### src/rtl/arb_pkg.sv
// Package: shared types for the hybrid bus arbiter.
// Assumes: master index 0 is the fixed-priority bridge port.
package arb_pkg;

    // Handoff sequencer state.
    typedef enum logic [1:0] {
        ST_PARK  = 2'd0,   // bus idle, grant parked on last owner
        ST_WAIT  = 2'd1,   // grant newly issued, waiting for busy to fall
        ST_OWNED = 2'd2    // owner is driving the bus (busy low seen)
    } arb_state_e;

    // Width of an index into n entries, never below one bit.
    function automatic int idx_width(input int n);
        return (n > 1) ? $clog2(n) : 1;
    endfunction

endpackage

### src/rtl/arb_rr_picker.sv
// Module: rotating-priority picker.
// Searches N request bits starting at ptr_i and wrapping, and returns the
// first set bit. Assumes ptr_i is always below N.
module arb_rr_picker #(
    parameter int N  = 3,
    parameter int PW = arb_pkg::idx_width(N)
) (
    input  logic [N-1:0]  req_i,
    input  logic [PW-1:0] ptr_i,
    output logic          valid_o,
    output logic [PW-1:0] idx_o
);

    // Walk the candidates from the pointer onward and keep the first requester.
    always_comb begin
        int cand;
        valid_o = 1'b0;
        idx_o   = '0;
        for (int k = 0; k < N; k++) begin
            cand = int'(ptr_i) + k;
            if (cand >= N) cand = cand - N;
            if (!valid_o && req_i[cand]) begin
                valid_o = 1'b1;
                idx_o   = PW'(cand);
            end
        end
    end

endmodule

### src/rtl/arb_hybrid_select.sv
// Module: winner selection with a fixed top priority and rotation for the rest.
// Master 0 wins outright when it requests. Otherwise masters 1..NM-1 go
// through the rotating picker. Assumes NM >= 2.
module arb_hybrid_select #(
    parameter int NM  = 4,
    parameter int NRR = NM - 1,
    parameter int PW  = arb_pkg::idx_width(NRR)
) (
    input  logic [NM-1:0] req_i,
    input  logic [PW-1:0] ptr_i,
    output logic          valid_o,
    output logic [NM-1:0] onehot_o,
    output logic          is_rr_o,
    output logic [PW-1:0] rr_idx_o
);

    logic          rr_valid;
    logic [PW-1:0] rr_idx;

    arb_rr_picker #(.N(NRR), .PW(PW)) i_picker (
        .req_i   (req_i[NM-1:1]),
        .ptr_i   (ptr_i),
        .valid_o (rr_valid),
        .idx_o   (rr_idx)
    );

    // Combine the fixed-priority bridge with the rotating result.
    always_comb begin
        onehot_o = '0;
        is_rr_o  = 1'b0;
        rr_idx_o = rr_idx;
        valid_o  = req_i[0] | rr_valid;
        if (req_i[0]) begin
            onehot_o[0] = 1'b1;
        end else if (rr_valid) begin
            onehot_o[int'(rr_idx) + 1] = 1'b1;
            is_rr_o = 1'b1;
        end
    end

endmodule

### src/rtl/arb_handoff_ctrl.sv
// Module: grant register, rotation pointer and handoff sequencer.
// Moves the grant only at arbitration points: while parked and idle, or at the
// edge where the owner's release of busy is sampled. A fresh grant is held
// until busy falls. Assumes a granted master takes the bus.
module arb_handoff_ctrl
    import arb_pkg::*;
#(
    parameter int NM  = 4,
    parameter int NRR = NM - 1,
    parameter int PW  = idx_width(NRR)
) (
    input  logic          clk_i,
    input  logic          rst_ni,
    input  logic          busy_ni,
    input  logic          win_valid_i,
    input  logic [NM-1:0] win_onehot_i,
    input  logic          win_is_rr_i,
    input  logic [PW-1:0] win_rr_idx_i,
    output logic [NM-1:0] gnt_o,
    output logic [PW-1:0] ptr_o,
    output arb_state_e    state_o
);

    arb_state_e    st_q, st_d;
    logic [NM-1:0] gnt_q, gnt_d;
    logic [PW-1:0] ptr_q, ptr_d;
    logic          decide;

    // Next-state, next-grant and next-pointer decision.
    always_comb begin
        st_d   = st_q;
        gnt_d  = gnt_q;
        ptr_d  = ptr_q;
        decide = 1'b0;
        case (st_q)
            ST_PARK: begin
                if (!busy_ni) begin
                    st_d = ST_OWNED;
                end else if (win_valid_i) begin
                    decide = 1'b1;
                    if (win_onehot_i != gnt_q) st_d = ST_WAIT;
                end
            end
            ST_WAIT: begin
                if (!busy_ni) st_d = ST_OWNED;
            end
            ST_OWNED: begin
                if (busy_ni) begin
                    if (win_valid_i) begin
                        decide = 1'b1;
                        st_d   = ST_WAIT;
                    end else begin
                        st_d = ST_PARK;
                    end
                end
            end
            default: st_d = ST_PARK;
        endcase
        if (decide) begin
            gnt_d = win_onehot_i;
            if (win_is_rr_i) begin
                ptr_d = (win_rr_idx_i == PW'(NRR - 1)) ? '0 : win_rr_idx_i + PW'(1);
            end
        end
    end

    // State registers with synchronous reset to parked-on-bridge.
    always_ff @(posedge clk_i) begin
        if (!rst_ni) begin
            st_q  <= ST_PARK;
            gnt_q <= NM'(1);
            ptr_q <= '0;
        end else begin
            st_q  <= st_d;
            gnt_q <= gnt_d;
            ptr_q <= ptr_d;
        end
    end

    assign gnt_o   = gnt_q;
    assign ptr_o   = ptr_q;
    assign state_o = st_q;

    // exactly one grant at all times.
    assert_one_grant_R2: assert property (@(posedge clk_i) disable iff (!rst_ni)
        $countones(gnt_q) == 1);

    // grant frozen while the bus is busy.
    assert_hold_busy_R3: assert property (@(posedge clk_i) disable iff (!rst_ni)
        !busy_ni |=> $stable(gnt_q));

    // a pending grant is not re-arbitrated before busy falls.
    assert_wait_hold_R8: assert property (@(posedge clk_i) disable iff (!rst_ni)
        (st_q == ST_WAIT && busy_ni) |=> $stable(gnt_q));

    // a bridge win leaves the rotation pointer alone.
    assert_ptr_bridge_R6: assert property (@(posedge clk_i) disable iff (!rst_ni)
        (win_valid_i && !win_is_rr_i) |=> $stable(ptr_q));

    // pointer stays inside the rotating set.
    assert_ptr_range_R5: assert property (@(posedge clk_i) disable iff (!rst_ni)
        int'(ptr_q) < NRR);

endmodule

### src/rtl/hybrid_bus_arbiter.sv
// Module: top of the shared-bus arbiter.
// Master 0 is the bridge with fixed top priority; the others rotate. The grant
// moves only on busy release and parks on the last owner. Assumes requests and
// busy are synchronous to clk_i.
module hybrid_bus_arbiter
    import arb_pkg::*;
#(
    parameter int NUM_MASTERS = 4
) (
    input  logic                   clk_i,
    input  logic                   rst_ni,
    input  logic [NUM_MASTERS-1:0] req_i,
    input  logic                   bus_busy_ni,
    output logic [NUM_MASTERS-1:0] gnt_o
);

    localparam int NRR = NUM_MASTERS - 1;
    localparam int PW  = idx_width(NRR);

    logic                   win_valid;
    logic [NUM_MASTERS-1:0] win_onehot;
    logic                   win_is_rr;
    logic [PW-1:0]          win_rr_idx;
    logic [PW-1:0]          ptr;
    arb_state_e             state;

    arb_hybrid_select #(.NM(NUM_MASTERS), .NRR(NRR), .PW(PW)) i_select (
        .req_i    (req_i),
        .ptr_i    (ptr),
        .valid_o  (win_valid),
        .onehot_o (win_onehot),
        .is_rr_o  (win_is_rr),
        .rr_idx_o (win_rr_idx)
    );

    arb_handoff_ctrl #(.NM(NUM_MASTERS), .NRR(NRR), .PW(PW)) i_ctrl (
        .clk_i        (clk_i),
        .rst_ni       (rst_ni),
        .busy_ni      (bus_busy_ni),
        .win_valid_i  (win_valid),
        .win_onehot_i (win_onehot),
        .win_is_rr_i  (win_is_rr),
        .win_rr_idx_i (win_rr_idx),
        .gnt_o        (gnt_o),
        .ptr_o        (ptr),
        .state_o      (state)
    );

    // bridge wins at any arbitration point where it requests.
    assert_bridge_wins_R4: assert property (@(posedge clk_i) disable iff (!rst_ni)
        (bus_busy_ni && req_i[0] && state != ST_WAIT) |=> gnt_o[0]);

    // with no requests and an idle bus the grant stays parked.
    assert_park_R7: assert property (@(posedge clk_i) disable iff (!rst_ni)
        (bus_busy_ni && req_i == '0) |=> $stable(gnt_o));

endmodule

### config.mk
export PLATFORM = sky130hd
export DESIGN_NAME = hybrid_bus_arbiter
export DESIGN_NICKNAME = d
export VERILOG_FILES = /design/src/rtl/arb_pkg.sv /design/src/rtl/arb_rr_picker.sv /design/src/rtl/arb_hybrid_select.sv /design/src/rtl/arb_handoff_ctrl.sv /design/src/rtl/hybrid_bus_arbiter.sv
export SDC_FILE = /design/constraint.sdc
export NUM_CORES = 1
export LEC_CHECK = 0
export ABC_AREA = 1
export ABC_CLOCK_PERIOD_IN_PS = 2150
export BUFFER_PORTS_ARGS = -buffer_cell sky130_fd_sc_hd__clkbuf_2
export CORE_UTILIZATION = 49
export CTS_CLUSTER_DIAMETER = 60
export DETAILED_ROUTE_END_ITERATION = 8
export PLACE_DENSITY = 0.73
export SKIP_LAST_GASP = 1
export SYNTH_ARGS = -nofsm -noshare
export SYNTH_HDL_FRONTEND = slang
export SYNTH_SLANG_ARGS = --single-unit
### constraint.sdc
create_clock -name clk_i -period 2.15 [get_ports clk_i]
set_clock_uncertainty 0.2 [all_clocks]
set_input_delay 0 -clock clk_i [delete_from_list [all_inputs] [get_ports clk_i]]
set_output_delay 0 -clock clk_i [all_outputs]
set_load 0.005 [all_outputs]
After elaboration in Yosys (flattened, before gate mapping)
Cells that the tools add are included. W data, S select, Z words.

Register bits after elaboration: 8. Input bits: 7. Output and inout bits: 4. Logic and storage cells: 72.

Add/subtract/negate cells: 7. Order comparisons: 8. Equal/unequal tests: 8. Mux-type cells: 36. Bitwise operators: 1. Reduce and logical (&&, ||, !) cells: 9.

Operator list (count): $lt A32 B4 Y1 const B (4); $mux W32 (3); $ge A32 B1 Y1 const B (1); $mux W2 (9); $mux W1 (17); $sub A3 B2 Y4 const B (2); $add A2 B1 Y3 const B (2); $bmux W1 S2 (3); $ge A3 B2 Y1 const B (2); $ne A3 B2 Y1 const B (2); $pmux W2 S3 (1); $eq A2 B2 Y1 const B (2); $mux W4 (1); $ne A2 B2 Y1 const B (2); $ne A4 B4 Y1 (1); $reduce_and A4 Y1 (1); $add A2 B2 Y3 const B (1); $logic_and A1 B1 Y1 (3); $mux W3 (1); $sub A2 B2 Y3 const B (1); $add A2 B1 Y2 const B (1); $demux W1 S2 (1); $eq A2 B1 Y1 const B (1); $ge A2 B2 Y1 const B (1); 5 further kinds (6).

Logic depth before layout (Yosys ltp)
Gate-level depths: netlist (run 1).

Depth in word-level cells: 24. Gate-level depth with buffers: 17. Depth with buffers taken out: 17.

Hierarchy
Synthesis (run 1) repeated with hierarchy kept, for this count alone.

Cells, all modules: 129. Area total of the unflattened synthesis: 721.9 sq um.

Modules (own cells, without submodules): arb_handoff_ctrl (instances 1, cells each 65, area an instance 427.9 sq um, sequential area each 160.2 sq um); arb_rr_picker (instances 1, cells each 51, area an instance 240.2 sq um, sequential area each 0.0 sq um); arb_hybrid_select (instances 1, cells each 13, area an instance 53.8 sq um, sequential area each 0.0 sq um).

Worst setup path after synthesis (run 1)
OpenSTA, ideal clock, no wires.

Kind: register to register. Start point: reg i_ctrl.ptr_q[0] (netlist: i_ctrl.ptr_o[0]). End point: reg i_ctrl.st_q[1] (netlist: i_ctrl.state_o[1]). Setup time: 117 ps. Arrival: 1737 ps. Required time: 1833 ps. Slack: 96 ps. Stages on the path, launching flop included: 15. Buffers on the path: 0. Period minus slack after synthesis: 2054 ps. Cell sequence: dfxtp_1 > inv_1 > ha_1 > inv_2 > nand3_1 > nand2_1 > nand3_1 > nand3_1 > nand3_2 > nand2_1 > nand2_1 > nor2_1 > nand3_2 > o2111ai_1 > inv_1.

Cells in the longest elaborated chain, start to end: 22. Elaborated cells between the ends (all ways): 44. Classes of those cells: add/sub (6); order compare (5); eq/ne (3); mux (23); bitwise (1); reduce/logical (6).

Ends and longest elaborated chain: from (decl) (line arb_handoff_ctrl.sv:26) `logic [PW-1:0] ptr_q, ptr_d;`; from (signal assigned) (line arb_handoff_ctrl.sv:76) `ptr_q <= ptr_d;`; parallel branches: the longest is 21 deep, another holds $sub A3 B2 Y4; $reduce_and A4 Y1 (no source line) *; to (signal assigned) (line arb_handoff_ctrl.sv:74) `st_q <= st_d;`; to (decl) (line arb_handoff_ctrl.sv:24) `arb_state_e st_q, st_d;`.

Mark *: on every way between the ends. The select of a mux whose other input is x is not followed. A chain may end at the register's enable or synchronous reset.

Worst setup path after layout (run 1)
Start point: reg i_ctrl.ptr_q[0] (netlist: i_ctrl.ptr_o[0]). End point: reg i_ctrl.gnt_q[3] (netlist: i_ctrl.gnt_o[3]).

Cells in the longest elaborated chain, start to end: 19. Elaborated cells between the ends (all ways): 42. Classes of those cells: add/sub (6); order compare (5); mux (25); bitwise (1); reduce/logical (5).

Ends and longest elaborated chain: parallel branches: the longest is 19 deep, another holds $sub A3 B2 Y4; to (signal assigned) (line arb_handoff_ctrl.sv:75) `gnt_q <= gnt_d;`; to (decl) (line arb_handoff_ctrl.sv:25) `logic [NM-1:0] gnt_q, gnt_d;`.

Parallel ways; which one is timed is not known. The select of a mux whose other input is x is not followed.

==> results of run 1 <==
## logic make-up (layout without fill, tap and decap cells)
kind of cell / Yosys count / in the layout / share of synthesized area [%]
DFF: 8 / 8 / 21.3
adders and majority gates: 4 / 4 / 6.64
and+or+nand+nor: 70 / 71 / 45.4
xor gates and xnor gates: 1 / 1 / 1.16
buffers and inverters: 23 / 56 / 11.5
AOI/OAI and AO/OA: 18 / 18 / 14.1
## through the flow
step / hold slack, ps / setup WS [ps] / TNS, ps
after floorplan: -120 / 96.3 / 0
after global placement: 56.2 / -88.6 / -162
after detailed placement: 53.6 / -108 / -197
after CTS: 112 / 10.2 / 0
after global routing: 197 / -131 / -715
final: 176 / -11.1 / -11.1
## sequential cells by signal, indices dropped and copies added, names as in the netlist
signal / count
i_ctrl.gnt_o: 4
i_ctrl.ptr_o: 2
i_ctrl.state_o: 2
## final cells by class
class,instances,area [um2],area share [%]
timing repair buffer,30,211,17.9
multi-input combinational,94,667,56.6
inverter,23,93.8,7.96
clock buffer,3,22.5,1.91
sequential,8,165,14.0
tap,15,18.8,1.59
## worst paths after layout
check,cells after the start,slack [ps],endpoint
hold / removal,6,180,i_ctrl.ptr_o[1]$_SDFFE_PN0P_
hold reg to reg,1,340,i_ctrl.gnt_o[3]$_SDFFE_PN0P_
setup / recovery,14,-10,i_ctrl.gnt_o[3]$_SDFFE_PN0P_
setup reg to reg,14,-10,i_ctrl.gnt_o[3]$_SDFFE_PN0P_
## what timing repair did
action | 4_1_cts | 5_1_grt
hold buffers | 3 | 0
setup buffers | 0 | 5
cloned | 0 | 1
pin swaps | 3 | 18
endpoints found under the hold margin | 8 | 0
gates resized for setup | 7 | 34
endpoints found under the setup margin | 3 | 8
## layout by cell type, fill, tap and decap left out, types with 3 or more instances in the layout
master | synthesis | layout
inv_1 | 19 | 17
nand2_1 | 24 | 17
buf_4 | 0 | 16
nor2_1 | 17 | 15
clkbuf_2 | 0 | 10
nand3_1 | 15 | 9
nand3_2 | 3 | 8
nand2_2 | 3 | 6
o21ai_1 | 5 | 6
a21oi_1 | 6 | 6
dfxtp_1 | 8 | 6
nand2_4 | 1 | 5
inv_4 | 0 | 3
inv_2 | 4 | 3
nand4_1 | 3 | 3
ha_4 | 0 | 3
clkbuf_4 | 0 | 3
dlygate4sd3_1 | 0 | 3
## power by group through the flow
| stage | clock [W] | combinational, W | sequential [W] |
|---|---|---|---|
| after global routing | 0.000127 | 0.000727 | 0.000210 |
| final | 0.000119 | 0.000672 | 0.000206 |
| after detailed placement | 0 | 0.000460 | 0.000204 |
| after CTS | 0.000121 | 0.000487 | 0.000203 |
| after floorplan | 0 | 0.000304 | 0.000203 |
| after global placement | 0 | 0.000452 | 0.000204 |
## worst register-to-register path: stages (launching register included)
cell and delay (ps):
dfxtp_2 350, inv_2 60, buf_4 120, ha_1 180
inv_1 80, nand3_1 110, nand2_2 160, buf_4 130
inv_1 30, nand4_1 80, inv_1 80, nor2_1 140
buf_4 180, o21ai_1 70, o211a_1 110
## layer usage
layer  routed length (um)  vias up  global-route usage [%]
met5                    0        -                       0
met4                   78        0                    4.84
met3                  124       12                    8.15
met2                 1130       42                    37.9
met1                 1060      418                    32.1
li1                     -      474                       -
==> results by group, run 1 <==
Status
  • Status: complete, but fails checks
  • Violated checks: negative setup slack

Finish
  • Layout area overhead: 56.5%
  • Total Nets Final: roughly 170
  • Post-Layout Cell Count: roughly 170
  • Antenna cells: 0
  • Layout cell share with drive strength beyond 1: between 40 and 50%
  • Post-route cell area: 0.00118 mm2
  • Finished Core Util: 86.3%
  • Fillcell total: 85

Setup path
  • Largest stage delay on the critical path: 350 ps
  • Cells along the critical path: inv_2 > buf_4 > ha_1 > inv_1 > nand3_1 > nand2_2 > buf_4 > inv_1 > nand4_1 > inv_1 > nor2_1 > buf_4 > o21ai_1 > o211a_1
  • CP max-delay cell: dfxtp_2
  • Worst setup SP type: flop
  • WP buf/inv: 7
  • Arr. time, crit path: roughly 2100 ps
  • Crit-path max FO: 7
  • FF-to-FF Start: i_ctrl.ptr_o[0]$_SDFFE_PN0P_
  • WS Path Type: reg2reg
  • Crit. Startpoint: i_ctrl.ptr_o[0]$_SDFFE_PN0P_
  • WP data required: 2110 ps
  • Critical Path End Type: flop
  • Crit-path leading delay family: buffers and inverters

Route
  • Vias/cell: 5.47
  • Vias: roughly 950
  • Routed wire length: ~2.4 mm
  • DRT Pass-1 Iters: 4
  • First-iteration detailed-routing DRC count: 56
  • Routed len/inst: about 14 um
  • Residual DRC count: 0
  • Routed Antenna Nets: 0

Logic synthesis
  • Top cell type's share of synthesized area: about a fifth
  • Largest cells by area after synthesis: dfxtp_1, nand2_1, nand3_1, inv_1, nor2_1
  • Fraction of the yosys area taken by sequential cells: 21.3%
  • Top-count cell post-synth: nand2_1
  • Prevailing post-synth register cell: dfxtp_1
  • Yosys reg bits: 8
  • Syn Nets: 135
  • Gate Count Post-Synth: 124
  • Async SR Flop Fraction: 0%
  • Number of synthesized flops with an enable pin: 0
  • Area leader, netlist: dfxtp_1
  • Yosys synthesis warning count: 0
  • Synth cell count leaders: nand2_1, inv_1, nor2_1, nand3_1, dfxtp_1
  • Post-Syn Area: 753 um2
  • Synth cell types: 22
  • Synthesized area per cell: slightly above 6 um2

Timing
  • Period minus WS final: 2160 ps
  • RSZ-0062 raised after global routing: yes
  • Slew Viols, Final: 0
  • Max_slew headroom: 78.6%
  • Final Hold Fails: 0
  • Final setup viols: 1
  • F_max: 0.463 GHz
  • Post-route clock period utilization: 101%
  • Worst-Margin Slew: 318 ps
  • Setup WS post-layout: -11.1 ps

Clocking
  • # clock sinks: 8
  • Clk_lat worst skew: around 260 ps
  • CTS max path bufs: 2
  • H-tree levels: 1
  • CTS buffer count: 3
  • CTS tree: yes
  • Root buf cell: clkbuf_4
  • Clock transition at the registers of the reported paths: 60 ps

Placed design
  • Final RePlAce weighted congestion: slightly above 0.8
  • Post-DP HPWL: 1.34 mm
  • Placed Area: 912 um2
  • Cells after DPL: 161
  • # port buffers: 10

Floorplan
  • Die area: about 0.0017 mm2
  • FP Rows: 13
  • Initial Util: 55.1%
  • Num ports: 11
  • Core area: 0.00137 mm2
  • Die W: 41.2 um
  • Die Height: 41.2 um

Job
  • Max-Cap Viols: 0

Min path
  • Hold Crit Class: in2reg
  • Hold path start: req_i[3]

GRT
  • Largest net degree at the start of global routing: 11
  • Initial antenna violation count: 0
  • Global-route usage over all layers: between 20 and 25%
  • First-pass GRT wire length: 2.73 mm
  • Total gr overflow: 0
  • Vias in the first global route: 687

Pwr
  • Internal power: approximately 0.00054 W
  • Reg power frac: between 20% and 30%
  • PwrDens: 846 mW/mm2
  • Switching part of the total: between 40% and 50%
  • Leakage power total: 0.572 nW
  • Combinational fraction of design power: 67.5%
  • Switch Pwr: ~0.00046 W
  • Clock power share: a little under an eighth
  • VDD IR max: between 0.4 and 0.5 mV
  • Pwr Total: 0.000997 W
Note: power is estimated with default switching activity, not from simulation.
==> run 2, diff against run 1 <==
CELL_PAD_IN_SITES_DETAIL_PLACEMENT = 0   (was default)
CELL_PAD_IN_SITES_GLOBAL_PLACEMENT = 1   (was default)
CORE_UTILIZATION = 34   (was 49)
PLACE_DENSITY = default   (was 0.73)
PLACE_DENSITY_LB_ADDON = 0.1   (was default)
SKIP_LAST_GASP = default   (was 1)
==> run 2 against run 1 <==
Against the previous run:
- the run now ends clean
- power decreased by 2.5%
- sequential share of layout area increased by 0.11 points
- sequential power about the same
- first-iteration DRC count decreased by 59%
- core utilization decreased by 28 points
- register-to-register slack improved by 30 ps
- cell count increased by 8.1%
==> results by group, run 2 (synthesized netlist as in run 1, its figures left out) <==
Status
  • Status: finished clean (was complete, but fails checks)

GRT
  • First-pass GRT wire length: 3.24 mm (was 2.73 mm)
  • Vias in the first global route: 784 (was 687)
  • Total gr overflow: 0 (unchanged)
  • Initial antenna violation count: 0 (unchanged)
  • Global-route usage over all layers: 16.9% (was 24.2%)
  • Largest net degree at the start of global routing: 11 (unchanged)

Timing
  • RSZ-0062 raised after global routing: yes (unchanged)
  • Slew Viols, Final: 0 (unchanged)
  • Final setup viols: 0 (was 1)
  • Final Hold Slack: 117 ps (was 176 ps)
  • Period minus WS final: 2130 ps (was 2160 ps)
  • Max_slew headroom: 78.2% (was 78.6%)
  • Post-route clock period utilization: 98.9% (was 101%)
  • Final Hold Fails: 0 (unchanged)
  • F_max: 0.470 GHz (was 0.463 GHz)
  • Worst-Margin Slew: 325 ps (was 318 ps)

Floorplan
  • FP Rows: 16 (was 13)
  • Initial Util: 37.3% (was 55.1%)
  • Die Height: 49.1 um (was 41.2 um)
  • Die area: 0.00241 mm2 (was 0.00170 mm2)
  • Num ports: 11 (unchanged)
  • Die W: 49.1 um (was 41.2 um)
  • Core area: 0.00202 mm2 (was 0.00137 mm2)

Finish
  • Layout area overhead: 57.6% (was 56.5%)
  • Post-route cell area: 0.00119 mm2 (was 0.00118 mm2)
  • Most frequent cells in the layout: nand2_1, inv_1, buf_4 (was inv_1, nand2_1, buf_4)
  • Number of flip-flops in the largest register: 4 (unchanged)
  • Total Nets Final: 173 (was 171)
  • Layout cell share with drive strength beyond 1: 43.8% (was 44.3%)
  • Fillcell total: 201 (was 85)
  • Antenna cells: 0 (unchanged)
  • Most common cell after layout, fill and taps aside: nand2_1

Route
  • Vias/cell: 4.87 (was 5.47)
  • Routed wire length: 2.17 mm (was 2.40 mm)
  • Residual DRC count: 0 (unchanged)
  • First-iteration detailed-routing DRC count: 23 (was 56)
  • Routed len/inst: 11.6 um (was 13.8 um)
  • DRT Pass-1 Iters: 4 (unchanged)
  • Routed Antenna Nets: 0 (unchanged)
  • Vias: 911 (was 946)

Placed design
  • Placed Area: 935 um2 (was 912 um2)
  • Final RePlAce weighted congestion: 0.778 (was 0.831)
  • # port buffers: 10 (unchanged)
  • Post-DP HPWL: 1.47 mm (was 1.34 mm)

Min path
  • Hold Crit Class: in2reg (unchanged)
  • Hold depth: 6 (unchanged)
  • Hold path start: req_i[3] (unchanged)
  • Hold Path End: i_ctrl.ptr_o[1]$_SDFFE_PN0P_ (unchanged)

Pwr
  • PwrDens: 818 mW/mm2 (was 846 mW/mm2)
  • VDD IR max: 0.588 mV (was 0.474 mV)
  • Leakage power total: 0.572 nW (about the same)

Setup path
  • Crit-path leading delay family: simple AND/OR/NAND/NOR gates (was buffers and inverters)
  • Largest stage delay on the critical path: 360 ps (was 350 ps)
  • FF-to-FF Start: i_ctrl.ptr_o[0]$_SDFFE_PN0P_ (unchanged)
  • WP data required: 2110 ps (about the same)
  • Top cell by count, worst path: nand2_1
  • Cells along the critical path: buf_6 > ha_4 > inv_4 > nand2_4 > nand3_4 > nand2_4 > nand2_1 > o21ai_1 > nor2_4 > nand2_2 > nand2_1 > nand2_1 > nand3_2 > nand3_2 > a21oi_2 (was inv_2 > buf_4 > ha_1 > inv_1 > nand3_1 > nand2_2 > buf_4 > inv_1 > nand4_1 > inv_1 > nor2_1 > buf_4 > o21ai_1 > o211a_1)
  • Reg2reg setup slack: 20 ps (was -10 ps)
  • WP buf/inv: 2 (was 7)
  • CP max-delay cell: dfxtp_4 (was dfxtp_2)
  • Crit-path max FO: 6 (was 7)
  • Worst setup SP type: flop (unchanged)
  • Arr. time, crit path: 2090 ps (was 2120 ps)
  • Crit Reg-Reg Endpoint: i_ctrl.state_o[0]$_SDFFE_PN0P_ (was i_ctrl.gnt_o[3]$_SDFFE_PN0P_)
  • WS Path Type: reg2reg (unchanged)
  • R2R depth: 15 (was 14)
  • Critical Path End Type: flop (unchanged)

Clocking
  • # clock sinks: 8 (unchanged)
  • Clk_lat worst skew: 270 ps (was 260 ps)
  • CTS buffer count: 3 (unchanged)
  • Clock transition at the registers of the reported paths: 70 ps (was 60 ps)
  • CTS max path bufs: 2 (unchanged)
  • CTS tree: yes (unchanged)
  • Root buf cell: clkbuf_4 (unchanged)
  • H-tree levels: 1 (unchanged)

Job
  • Max-Cap Viols: 0 (unchanged)
run 2: how the worst max path moves through the flow:
stage / startpoint / endpoint / cells past startpoint
6_report: i_ctrl.ptr_o[0]$_SDFFE_PN0P_ / i_ctrl.state_o[0]$_SDFFE_PN0P_ / 15
5_1_grt: i_ctrl.ptr_o[0]$_SDFFE_PN0P_ / i_ctrl.state_o[0]$_SDFFE_PN0P_ / 16
4_1_cts: i_ctrl.ptr_o[0]$_SDFFE_PN0P_ / i_ctrl.state_o[0]$_SDFFE_PN0P_ / 15
3_5_place_dp: i_ctrl.ptr_o[0]$_SDFFE_PN0P_ / i_ctrl.state_o[1]$_SDFFE_PN0P_ / 14
3_3_place_gp: i_ctrl.ptr_o[0]$_SDFFE_PN0P_ / i_ctrl.state_o[1]$_SDFFE_PN0P_ / 14
2_1_floorplan: i_ctrl.ptr_o[0]$_SDFFE_PN0P_ / i_ctrl.state_o[1]$_SDFFE_PN0P_ / 14
run 2: report_power, final:
part / internal (W) / leakage (nW) / switching, W / total, W
Combinational: 0.000292 / 0.491 / 0.000348 / 0.000640
Sequential: 0.000179 / 0.0674 / 0.0000283 / 0.000207
Clock: 0.0000643 / 0.0138 / 0.0000598 / 0.000124
Total: 0.000535 / 0.572 / 0.000436 / 0.000972
run 2: layout make-up:
class | instances | area (um2) | share of cell area, %
Clock buffer | 3 | 22.5 | 1.90
Inverter | 23 | 91.3 | 7.69
Multi-Input combinational cell | 94 | 642 | 54.1
Sequential cell | 8 | 168 | 14.1
Tap cell | 27 | 33.8 | 2.85
Timing Repair Buffer | 32 | 230 | 19.4
run 2: routing by layer:
metal | track usage (%) | vias up | part of all wire (%) | wire [um]
met5 | 0 | - | 0 | 0
met4 | 3.43 | 0 | 1.2 | 26
met3 | 4.05 | 4 | 3.3 | 72
met2 | 27.4 | 17 | 48 | 1050
met1 | 22.5 | 412 | 47 | 1020
li1 | - | 478 | - | -
run 2: worst register-to-register path, stage by stage (launching register included):
cell and delay, ps:
dfxtp_4 360, buf_6 100, ha_4 170, inv_4 60, nand2_4 60, nand3_4 110, nand2_4 130, nand2_1 50
o21ai_1 280, nor2_4 90, nand2_2 90, nand2_1 50, nand2_1 60, nand3_2 100, nand3_2 80, a21oi_2 50
run 2: per-stage QoR:
step	power [W]	setup TNS, ps	worst slack (ps)	instances	util, %
floorplan	0.000506	0	96.3	124	-
global placement	0.000672	-189	-103	174	46.2
detailed placement	0.000670	-194	-99.9	174	46.2
CTS	0.000822	0	33.0	181	50.2
global route	0.00105	-224	-91.8	187	58.7
finish	0.000972	0	23.8	187	58.7
run 2: what timing repair did:
item / in CTS / in global routing
hold endpoints to repair: 8 / 0
cloned: 0 / 1
pin swaps: 1 / 8
buffers inserted: 1 / 5
resized for setup: 5 / 31
setup endpoints to repair: 4 / 8
hold buffers: 3 / 0
